$ cat config.mk
export PLATFORM = sky130hd
export DESIGN_NAME = uart_fifo_pair
export DESIGN_NICKNAME = d
export VERILOG_FILES = /design/src/rtl/uart_fifo_pkg.sv /design/src/rtl/ufp_queue.sv /design/src/rtl/ufp_threshold.sv /design/src/rtl/uart_fifo_pair.sv
export SDC_FILE = /design/constraint.sdc
export NUM_CORES = 1
export LEC_CHECK = 0
export BUFFER_PORTS_ARGS = -buffer_cell sky130_fd_sc_hd__buf_2
export CAP_MARGIN = 20
export CELL_PAD_IN_SITES_DETAIL_PLACEMENT = 0
export CELL_PAD_IN_SITES_GLOBAL_PLACEMENT = 2
export CORE_MARGIN = 2
export CORE_UTILIZATION = 53
export DETAILED_ROUTE_END_ITERATION = 12
export PLACE_DENSITY = 0.83
export SYNTH_ARGS = -nofsm -noshare
export SYNTH_HDL_FRONTEND = slang
export SYNTH_SLANG_ARGS = --single-unit
$ cat constraint.sdc
create_clock -name clk -period 8.1 [get_ports clk]
set_input_delay 0.81 -clock clk [delete_from_list [all_inputs] [get_ports clk]]
set_output_delay 0.81 -clock clk [all_outputs]
set_load 0.01 [all_outputs]
$ cat src/rtl/uart_fifo_pkg.sv
package uart_fifo_pkg;

    typedef enum logic {
        DIR_RX = 1'b0,
        DIR_TX = 1'b1
    } fifo_dir_e;

    localparam int CHAR_W   = 8;
    localparam int ERR_W    = 3;
    localparam int SEL_W    = 2;
    localparam int FINE_W   = 4;
    localparam int FINE_MUL = 4;

    // coarse receive levels (characters held)
    localparam int RX_LVL0 = 8;
    localparam int RX_LVL1 = 16;
    localparam int RX_LVL2 = 56;
    localparam int RX_LVL3 = 60;
    // coarse transmit levels (free spaces)
    localparam int TX_LVL0 = 8;
    localparam int TX_LVL1 = 16;
    localparam int TX_LVL2 = 32;
    localparam int TX_LVL3 = 56;

endpackage

$ cat src/rtl/ufp_queue.sv
module ufp_queue #(
    parameter int DEPTH = 64,
    parameter int WIDTH = 11,
    localparam int PTR_W = $clog2(DEPTH),
    localparam int CNT_W = $clog2(DEPTH + 1)
) (
    input  logic             clk,
    input  logic             rst_n,
    input  logic             flush,
    input  logic             single,
    input  logic             push,
    input  logic [WIDTH-1:0] din,
    input  logic             pop,
    output logic [WIDTH-1:0] dout,
    output logic [CNT_W-1:0] count,
    output logic             push_drop
);

    typedef struct packed {
        logic [PTR_W-1:0] wptr;
        logic [PTR_W-1:0] rptr;
        logic [CNT_W-1:0] cnt;
    } q_state_t;

    q_state_t s_q, s_d;
    logic [WIDTH-1:0] mem [DEPTH];
    logic [CNT_W-1:0] cap;
    logic pop_ok, push_ok, wr_en;

    always_comb begin
        cap       = single ? CNT_W'(1) : CNT_W'(DEPTH);
        pop_ok    = pop && (s_q.cnt != '0);
        push_ok   = push && ((s_q.cnt < cap) || pop_ok);
        wr_en     = push_ok && !flush;
        push_drop = push && !push_ok && !flush;
        s_d       = s_q;
        if (flush) begin
            s_d = '0;
        end else begin
            if (push_ok) s_d.wptr = s_q.wptr + PTR_W'(1);
            if (pop_ok)  s_d.rptr = s_q.rptr + PTR_W'(1);
            case ({push_ok, pop_ok})
                2'b10:   s_d.cnt = s_q.cnt + CNT_W'(1);
                2'b01:   s_d.cnt = s_q.cnt - CNT_W'(1);
                default: s_d.cnt = s_q.cnt;
            endcase
        end
    end

    always_ff @(posedge clk or negedge rst_n) begin
        if (!rst_n) s_q <= '0;
        else        s_q <= s_d;
    end

    always_ff @(posedge clk) begin
        if (wr_en) mem[s_q.wptr] <= din;
    end

    assign dout  = mem[s_q.rptr];
    assign count = s_q.cnt;

endmodule

$ cat src/rtl/ufp_threshold.sv
module ufp_threshold
    import uart_fifo_pkg::*;
#(
    parameter fifo_dir_e DIR   = DIR_RX,
    parameter int        CNT_W = 7
) (
    input  logic              fifo_en,
    input  logic [SEL_W-1:0]  sel,
    input  logic [FINE_W-1:0] fine,
    output logic [CNT_W-1:0]  level
);

    logic [CNT_W-1:0] coarse;

    generate
        if (DIR == DIR_RX) begin : g_rx_table
            always_comb begin
                case (sel)
                    2'd0:    coarse = CNT_W'(RX_LVL0);
                    2'd1:    coarse = CNT_W'(RX_LVL1);
                    2'd2:    coarse = CNT_W'(RX_LVL2);
                    default: coarse = CNT_W'(RX_LVL3);
                endcase
            end
        end else begin : g_tx_table
            always_comb begin
                case (sel)
                    2'd0:    coarse = CNT_W'(TX_LVL0);
                    2'd1:    coarse = CNT_W'(TX_LVL1);
                    2'd2:    coarse = CNT_W'(TX_LVL2);
                    default: coarse = CNT_W'(TX_LVL3);
                endcase
            end
        end
    endgenerate

    always_comb begin
        if (!fifo_en)          level = CNT_W'(1);
        else if (fine != '0)   level = CNT_W'(fine) * CNT_W'(FINE_MUL);
        else                   level = coarse;
    end

endmodule

$ cat src/rtl/uart_fifo_pair.sv
module uart_fifo_pair
    import uart_fifo_pkg::*;
#(
    parameter int DEPTH = 64,
    localparam int CNT_W = $clog2(DEPTH + 1),
    localparam int RXE_W = CHAR_W + ERR_W
) (
    input  logic              clk,
    input  logic              rst_n,
    input  logic              cfg_we,
    input  logic              cfg_fifo_en,
    input  logic [SEL_W-1:0]  cfg_rx_sel,
    input  logic [SEL_W-1:0]  cfg_tx_sel,
    input  logic [FINE_W-1:0] cfg_rx_fine,
    input  logic [FINE_W-1:0] cfg_tx_fine,
    input  logic              rx_flush,
    input  logic              tx_flush,
    input  logic              host_wr,
    input  logic [CHAR_W-1:0] host_wdata,
    input  logic              host_rd,
    output logic [CHAR_W-1:0] host_rdata,
    output logic [ERR_W-1:0]  host_rerr,
    input  logic              ser_rx_push,
    input  logic [CHAR_W-1:0] ser_rx_data,
    input  logic [ERR_W-1:0]  ser_rx_err,
    input  logic              ser_tx_pop,
    output logic [CHAR_W-1:0] ser_tx_data,
    output logic [CNT_W-1:0]  rx_count,
    output logic [CNT_W-1:0]  tx_count,
    output logic              rx_irq,
    output logic              tx_irq,
    output logic              rx_overrun
);

    typedef struct packed {
        logic              en;
        logic [SEL_W-1:0]  rx_sel;
        logic [SEL_W-1:0]  tx_sel;
        logic [FINE_W-1:0] rx_fine;
        logic [FINE_W-1:0] tx_fine;
        logic              ovr;
    } ctl_t;

    ctl_t c_q, c_d;
    logic en_toggle, rx_clr, tx_clr, rx_drop, tx_drop_unused;
    logic [RXE_W-1:0] rx_head;
    logic [CNT_W-1:0] rx_thr, tx_thr, cap, tx_free;

    always_comb begin
        en_toggle = cfg_we && (cfg_fifo_en != c_q.en);
        rx_clr    = rx_flush || en_toggle;
        tx_clr    = tx_flush || en_toggle;
        c_d       = c_q;
        if (cfg_we) begin
            c_d.en      = cfg_fifo_en;
            c_d.rx_sel  = cfg_rx_sel;
            c_d.tx_sel  = cfg_tx_sel;
            c_d.rx_fine = cfg_rx_fine;
            c_d.tx_fine = cfg_tx_fine;
        end
        if (rx_clr)       c_d.ovr = 1'b0;
        else if (rx_drop) c_d.ovr = 1'b1;
    end

    always_ff @(posedge clk or negedge rst_n) begin
        if (!rst_n) c_q <= '0;
        else        c_q <= c_d;
    end

    ufp_queue #(.DEPTH(DEPTH), .WIDTH(RXE_W)) u_rxq (
        .clk(clk), .rst_n(rst_n), .flush(rx_clr), .single(!c_q.en),
        .push(ser_rx_push), .din({ser_rx_err, ser_rx_data}),
        .pop(host_rd), .dout(rx_head), .count(rx_count),
        .push_drop(rx_drop)
    );

    ufp_queue #(.DEPTH(DEPTH), .WIDTH(CHAR_W)) u_txq (
        .clk(clk), .rst_n(rst_n), .flush(tx_clr), .single(!c_q.en),
        .push(host_wr), .din(host_wdata),
        .pop(ser_tx_pop), .dout(ser_tx_data), .count(tx_count),
        .push_drop(tx_drop_unused)
    );

    ufp_threshold #(.DIR(DIR_RX), .CNT_W(CNT_W)) u_rx_thr (
        .fifo_en(c_q.en), .sel(c_q.rx_sel), .fine(c_q.rx_fine), .level(rx_thr)
    );

    ufp_threshold #(.DIR(DIR_TX), .CNT_W(CNT_W)) u_tx_thr (
        .fifo_en(c_q.en), .sel(c_q.tx_sel), .fine(c_q.tx_fine), .level(tx_thr)
    );

    always_comb begin
        cap     = c_q.en ? CNT_W'(DEPTH) : CNT_W'(1);
        tx_free = cap - tx_count;
    end

    assign host_rdata = rx_head[CHAR_W-1:0];
    assign host_rerr  = rx_head[RXE_W-1:CHAR_W];
    assign rx_irq     = (rx_count >= rx_thr);
    assign tx_irq     = (tx_free >= tx_thr);
    assign rx_overrun = c_q.ovr;

endmodule

==> Word-level counts from Yosys, hierarchy flattened <==
Memory sizes are Yosys's and may differ from the RTL's.
Cells that the tools add are included.
{ "word_totals": {"regBits": 52, "latch_bits": 0, "mem_bits_rw": 1216, "romBits": 0, "inputBits": 41, "output_inout_bits": 36, "elab_cells": 86, "mem_count": 2} }
{ "memory_table": {"columns": ["memory", "depth", "word_bits", "read_ports", "rd_ports_with_merged_regs", "wr", "line", "text"], "rows": [
  ["u_rxq.mem", 64, 11, 1, 0, 1, "ufp_queue.sv:26", "logic [WIDTH-1:0] mem [DEPTH];"],
  ["u_txq.mem", 64, 8, 1, 0, 1, "ufp_queue.sv:26", null]
]} }
{ "classes": {"addsub": 9, "mul": 0, "div_mod_pow": 0, "order_cmp": 4, "eq_ne": 9, "shifts": 0, "muxes": 21, "n_bitwise": 0, "reduce_logical": 29} }
{ "op_table": {"columns": ["op", "n"], "rows": [
  ["two-way mux 19 bit", 2],
  ["two-way mux 6 bit", 6],
  ["one-hot mux 6 bit (3 select lines)", 2],
  ["one-hot mux 7 bit (2 select lines)", 2],
  ["adder 6 x 1 -> 6 bit (second input constant)", 4],
  ["two-way mux 7 bit", 3],
  ["adder 7 x 1 -> 7 bit (second input constant)", 2],
  ["greater-or-equal comparator 7 bit", 2],
  ["less-than comparator 7 bit", 2],
  ["nonzero test 7 bit", 2],
  ["subtractor 7 x 1 -> 7 bit (second input constant)", 2],
  ["nonzero test 2 bit", 5],
  ["logical AND 1 bit", 9],
  ["== test 2 x 1 -> 1 bit (second input constant)", 4],
  ["== test 2 bit (second input constant)", 4],
  ["nonzero test 4 bit", 2],
  ["subtractor 7 bit", 1],
  ["two-way mux 1 bit", 6],
  ["nonzero test 3 bit", 2],
  ["logical NOT 2 bit", 2],
  ["logical OR 1 bit", 4],
  ["logical NOT 1 bit", 3],
  ["!= test 1 bit", 1]
]} }

==> Logic depth before layout (Yosys ltp) <==
{ "logic_depth": {"ltp_word": 9, "depth_mapped": 10, "ltp_nobuf": 10} }

==> Hierarchy <==
Synthesis repeated with hierarchy kept, for this count alone.
{ "unflattened": {"cells_unflattened": 2666, "area_unflattened_um2": 51026.4} }
{ "modules_own_cells": {"columns": ["module", "instances", "cells_each", "area_per_inst_um2", "seq_area_each_um2"], "rows": [
  ["ufp_queue (u_rxq)", 1, 1402, 28443.5, 21615.7],
  ["ufp_queue (u_txq)", 1, 1127, 21296.7, 15850.2],
  ["uart_fifo_pair", 1, 100, 1057.3, 350.3],
  ["ufp_threshold (u_tx_thr)", 1, 20, 130.1, 0.0],
  ["ufp_threshold (u_rx_thr)", 1, 17, 98.8, 0.0]
]} }

==> Worst setup path after synthesis <==
Ideal clock, no wire load.
{ "synth_path": {"path_type": "input-to-reg", "start": "input host_wr", "end": "register u_txq.s_q, in the netlist u_txq.count[6]", "t_arrival_ns": 3.181, "setup_slack_ns": 4.849, "cell_stages": 8, "path_cell_list": "clkbuf_1 a211oi_1 ha_1 a211oi_1 o21bai_1 a2111oi_0 a22oi_1 nand3_1"} }
{ "synth_between": {"elab_chain_len": 4, "word_cells_on_any_way": 6} }
{ "synth_lines": {"columns": ["element", "line", "text"], "rows": [
  ["start: declaration", "uart_fifo_pair.sv:18", "input logic host_wr,"],
  ["logical AND 1 bit *", "ufp_queue.sv:33", "push_ok = push && ((s_q.cnt < cap) || pop_ok);"],
  ["== test 2 x 1 -> 1 bit / == test 2 bit (equally long branches)", "ufp_queue.sv:42", "case ({push_ok, pop_ok})"],
  ["one-hot mux 7 bit (2 select lines)", "ufp_queue.sv:42", null],
  ["two-way mux 19 bit", "ufp_queue.sv:37", "if (flush) begin"],
  ["end signal: assignment", "ufp_queue.sv:51", "if (!rst_n) s_q <= '0;"],
  ["end signal: assignment", "ufp_queue.sv:52", "else s_q <= s_d;"],
  ["end: declaration", "ufp_queue.sv:25", "q_state_t s_q, s_d;"]
]} }
Mark *: on every way between the ends. The rest lies on a longest branch, timed or not.
A chain may end at the register's enable or synchronous reset.

==> Final worst setup path <==
{ "layout_path": {"start": "register u_rxq.s_q[8] in the netlist's numbering", "end": "output host_rerr[2]"} }
{ "layout_between": {"elab_chain_len": 1} }
{ "layout_lines": {"columns": ["element", "line", "text"], "rows": [
  ["start: declaration", "ufp_queue.sv:25", null],
  ["start signal: assignment", "ufp_queue.sv:51", null],
  ["start signal: assignment", "ufp_queue.sv:52", null],
  ["memory (64 x 11 bit)", null, null],
  ["end: declaration", "uart_fifo_pair.sv:22", "output logic [ERR_W-1:0] host_rerr,"]
]} }
Every way passes these cells.

==> flow_metrics.py <==
metrics = {
    "die": {
        "die_w_um": 313.2,
        "io_pins": 77,
        "row_count": 113,
        "die_area_sq_mm": 0.09812,
        "chipHeight_um": 313.2,
        "initial_core_util_pct": 53.43,
        "core_sq_mm": 0.09487,
    },
    "worst_setup_path": {
        "crit_required_ns": 7.29,
        "critical_path.top_delay_family": "simple AND/OR/NAND/NOR gates",
        "critPathSlowestCell": "dfrtp_4",
        "crit_buf_inv": 2,
        "crit_start": "u_rxq.s_q[8]",
        "reg2reg_to": "u_rxq.mem[41][2]",
        "reg2reg_from": "c_q[13]",
        "endpoint_kind": "primary output",
        "ff2ff_setup_slack_ns": 3.91,
        "start_kind": "flip-flop",
        "critPathKind": "reg2out",
        "worstPathMaxFanout": 52,
        "r2r_cells": 8,
        "critPathCapture": "host_rerr[2]",
        "max_stage_delay_ns": 0.87,
        "path_depth": 6,
        "crit_arrival_ns": 4.33,
        "crit_chain": "buf_4, nand2_1, o221ai_1, a211oi_1, nor3_1, buf_2",
    },
    "clock_network": {
        "tritoncts": "built",
        "ctsHoldBuffers": 0,
        "post_cts_resized": 0,
        "cts_buffers": 131,
        "clkTransAtPathRegs_ns": 0.06,
        "htreeDepth": 4,
        "root_buffer": "clkbuf_16",
        "cts_setup_buffers": 0,
        "clockBufferDepth": 3,
        "numClockSinks": 1268,
        "insertion_delay_ns": 0.75,
    },
    "synthesis": {
        "syn_avg_cell_area_sq_um": 19.05,
        "ys_seq_area_share_pct": 74.61,
        "yosys_warnings": 0,
        "async_reset_ff_share_pct": 4.101,
        "syn-cell-area_sq_mm": 0.05069,
        "postSynthCellCount": 2660,
        "yosysUniqueCellTypes": 66,
        "ys.flop_type": "edfxtp_1",
        "synth_area_leaders": "edfxtp_1 (72%), mux4_2 (10%), mux2i_1 (3.7%)",
        "synth_area_leader_cell": "edfxtp_1",
        "synth_top_area_share_pct": 72.04,
        "synth-seq-cells": 1268,
        "yosysMostFrequentCell": "edfxtp_1",
        "netlist_top_cells_count": "edfxtp_1 (1216), mux4_2 (234), nor2_1 (221), mux2i_1 (188), clkbuf_1 (83)",
        "synth_edf_count": 1216,
        "synthesis.nets": 2734,
    },
    "route": {
        "drc_errors": 0,
        "via_per_inst": 6.230,
        "firstDrtPassIters": 7,
        "ant_nets": 0,
        "wl_per_cell_um": 28.22,
        "wirelength_um": 117700,
        "drt_iter0_drc": 3116,
        "num_vias": 25980,
    },
    "run": {
        "drv_cap": 0,
    },
    "layout": {
        "drive_gt1_share_pct": 21.92,
        "syn2layout_area_growth_pct": 12.34,
        "fillers": 6815,
        "antenna_cells": 0,
        "nNetsFinal": 2876,
        "stdcell_area_sq_mm": 0.05694,
    },
    "timing": {
        "tightestPinTransition_ns": 1.140,
        "fin_crit_sh_pct": 63.41,
        "clock.fmax_mhz": 194.7,
        "hold_violations": 0,
        "hold_ws_ns": 0.2468,
        "slew_viol_final": 0,
        "slew_headroom_pct": 23.69,
        "fin_setup_tns_ns": 0,
        "final.min_clock_period_ns": 5.136,
        "fin_skew_ns": 0.03169,
        "rsz0062_at_grt": "no",
        "setup_viol": 0,
    },
    "min_path": {
        "worstHoldPathType": "in2async",
    },
    "grt": {
        "grt_usage_pct": 24.22,
        "grt_pass1_vias": 25800,
        "antenna_found_initial": 1,
        "grt_pass1_wl_um": 173600,
        "overflow": 0,
        "grt_max_degree": 114,
    },
    "pwr": {
        "powerDensity_mw_per_mm2": 266.1,
        "p_leak_nw": 17.80,
        "vdd.ir_drop.worst_v": 0.0002294,
    },
    "placement": {
        "dp.final_hpwl_um": 71680,
        "gp_congestion": 0.8559,
        "numPortBuffers": 76,
        "placed_cell_area_sq_mm": 0.05254,
    },
    "outcome": {
        "outcome": "complete, no violations",
    },
}
==> worst min-delay path by stage <==
stage / cells past startpoint / to / startpoint / slack (ns)
finish: 2 / u_txq.count[4] / rst_n / 0.25
global route: 3 / c_q[10] / cfg_tx_sel[1] / 0.28
CTS: 2 / u_txq.count[4] / rst_n / 0.23
detailed placement: 2 / rx_overrun / rx_overrun / 0.50
global placement: 2 / rx_overrun / rx_overrun / 0.49
floorplan: 1 / c_q[6] / c_q[6] / 0.50
==> area by class of cell <==
type	instances	area [sq um]	area share [%]
inverters	22	82.58	0.1450
repair buffers	164	1197	2.103
well taps	1265	1583	2.780
clock inverters	74	573.1	1.006
clock buffers	163	3565	6.260
multi-input cells	1215	12110	21.26
flip-flops and latches	1268	37830	66.44
==> power breakdown <==
group	internal (mW)	switching (mW)
combinational	0.826	1.14
clock	3.30	2.48
sequential	7.26	0.154
total	11.4	3.78
==> metrics by stage <==
| step | util, % | cells | total power, mW | worst slack (ns) |
|---|---|---|---|---|
| 6_report | 60.02 | 4171 | 15.15 | 2.964 |
| 5_1_grt | 60.02 | 4171 | 15.67 | 2.677 |
| 4_1_cts | 59.74 | 4149 | 15.26 | 2.904 |
| 3_5_place_dp | 55.38 | 3912 | 9.517 | 3.697 |
| 3_3_place_gp | 55.25 | 3900 | 9.475 | 3.725 |
| 2_1_floorplan | - | 2660 | 8.833 | 4.849 |
==> cell usage in the layout (no fill, tap or decap), types with 7 or more instances in the layout <==
master	netlist	final
edfxtp_1	1216	1216
mux4_2	234	234
nor2_1	221	221
mux2i_1	188	188
clkbuf_16	0	136
buf_2	34	77
buf_4	16	70
nand2_1	68	68
dfrtp_1	52	46
o21ai_0	43	43
o22ai_1	41	41
nor3_1	41	40
o221ai_1	37	37
ha_1	31	31
mux2_2	30	30
clkinv_1	1	26
clkinv_2	0	23
inv_1	21	21
a21o_1	21	21
clkbuf_1	83	21
a21oi_1	19	19
nand3_1	19	19
a22oi_1	17	17
a211o_1	17	17
and2_1	14	14
xnor2_1	13	13
a211oi_1	12	12
nand3b_1	10	10
a2111oi_0	10	10
xor2_1	10	10
a31oi_1	9	9
o32ai_1	9	9
nand4_1	9	9
buf_12	0	9
or3_1	8	8
or3b_2	7	7
a41oi_1	7	7
buf_6	0	7
==> state kept, by name, summed over array words and instances (netlist names) <==
signal / flops
u_txq.count: 7
u_txq.mem: 512
u_txq.s_q: 12
u_rxq.mem: 704
u_rxq.count: 7
u_rxq.s_q: 12
rx_overrun: 1
c_q: 13
==> routing by layer <==
layer	GRT usage [%]	part of all wire (%)
met5	0	0.011
met1	36.17	43
met2	37.45	48
met3	4.744	7.8
met4	5.600	1.7
==> cells by family (layout without fill, tap and decap cells) <==
group                    count (synthesis)  in the layout  synth area share (%)
buffers and inverters                  177            423                 1.513
adder cells (fa/ha/maj)                 33             33                0.8442
AO/OA/AOI/OAI                          270            270                 3.873
multiplexers                           453            453                 14.80
flip-flops                            1268           1268                 74.61
XOR/XNOR                                23             23                0.3974
AND/OR/NAND/NOR                        436            436                 3.964
Power figures use the tool's default switching activity.
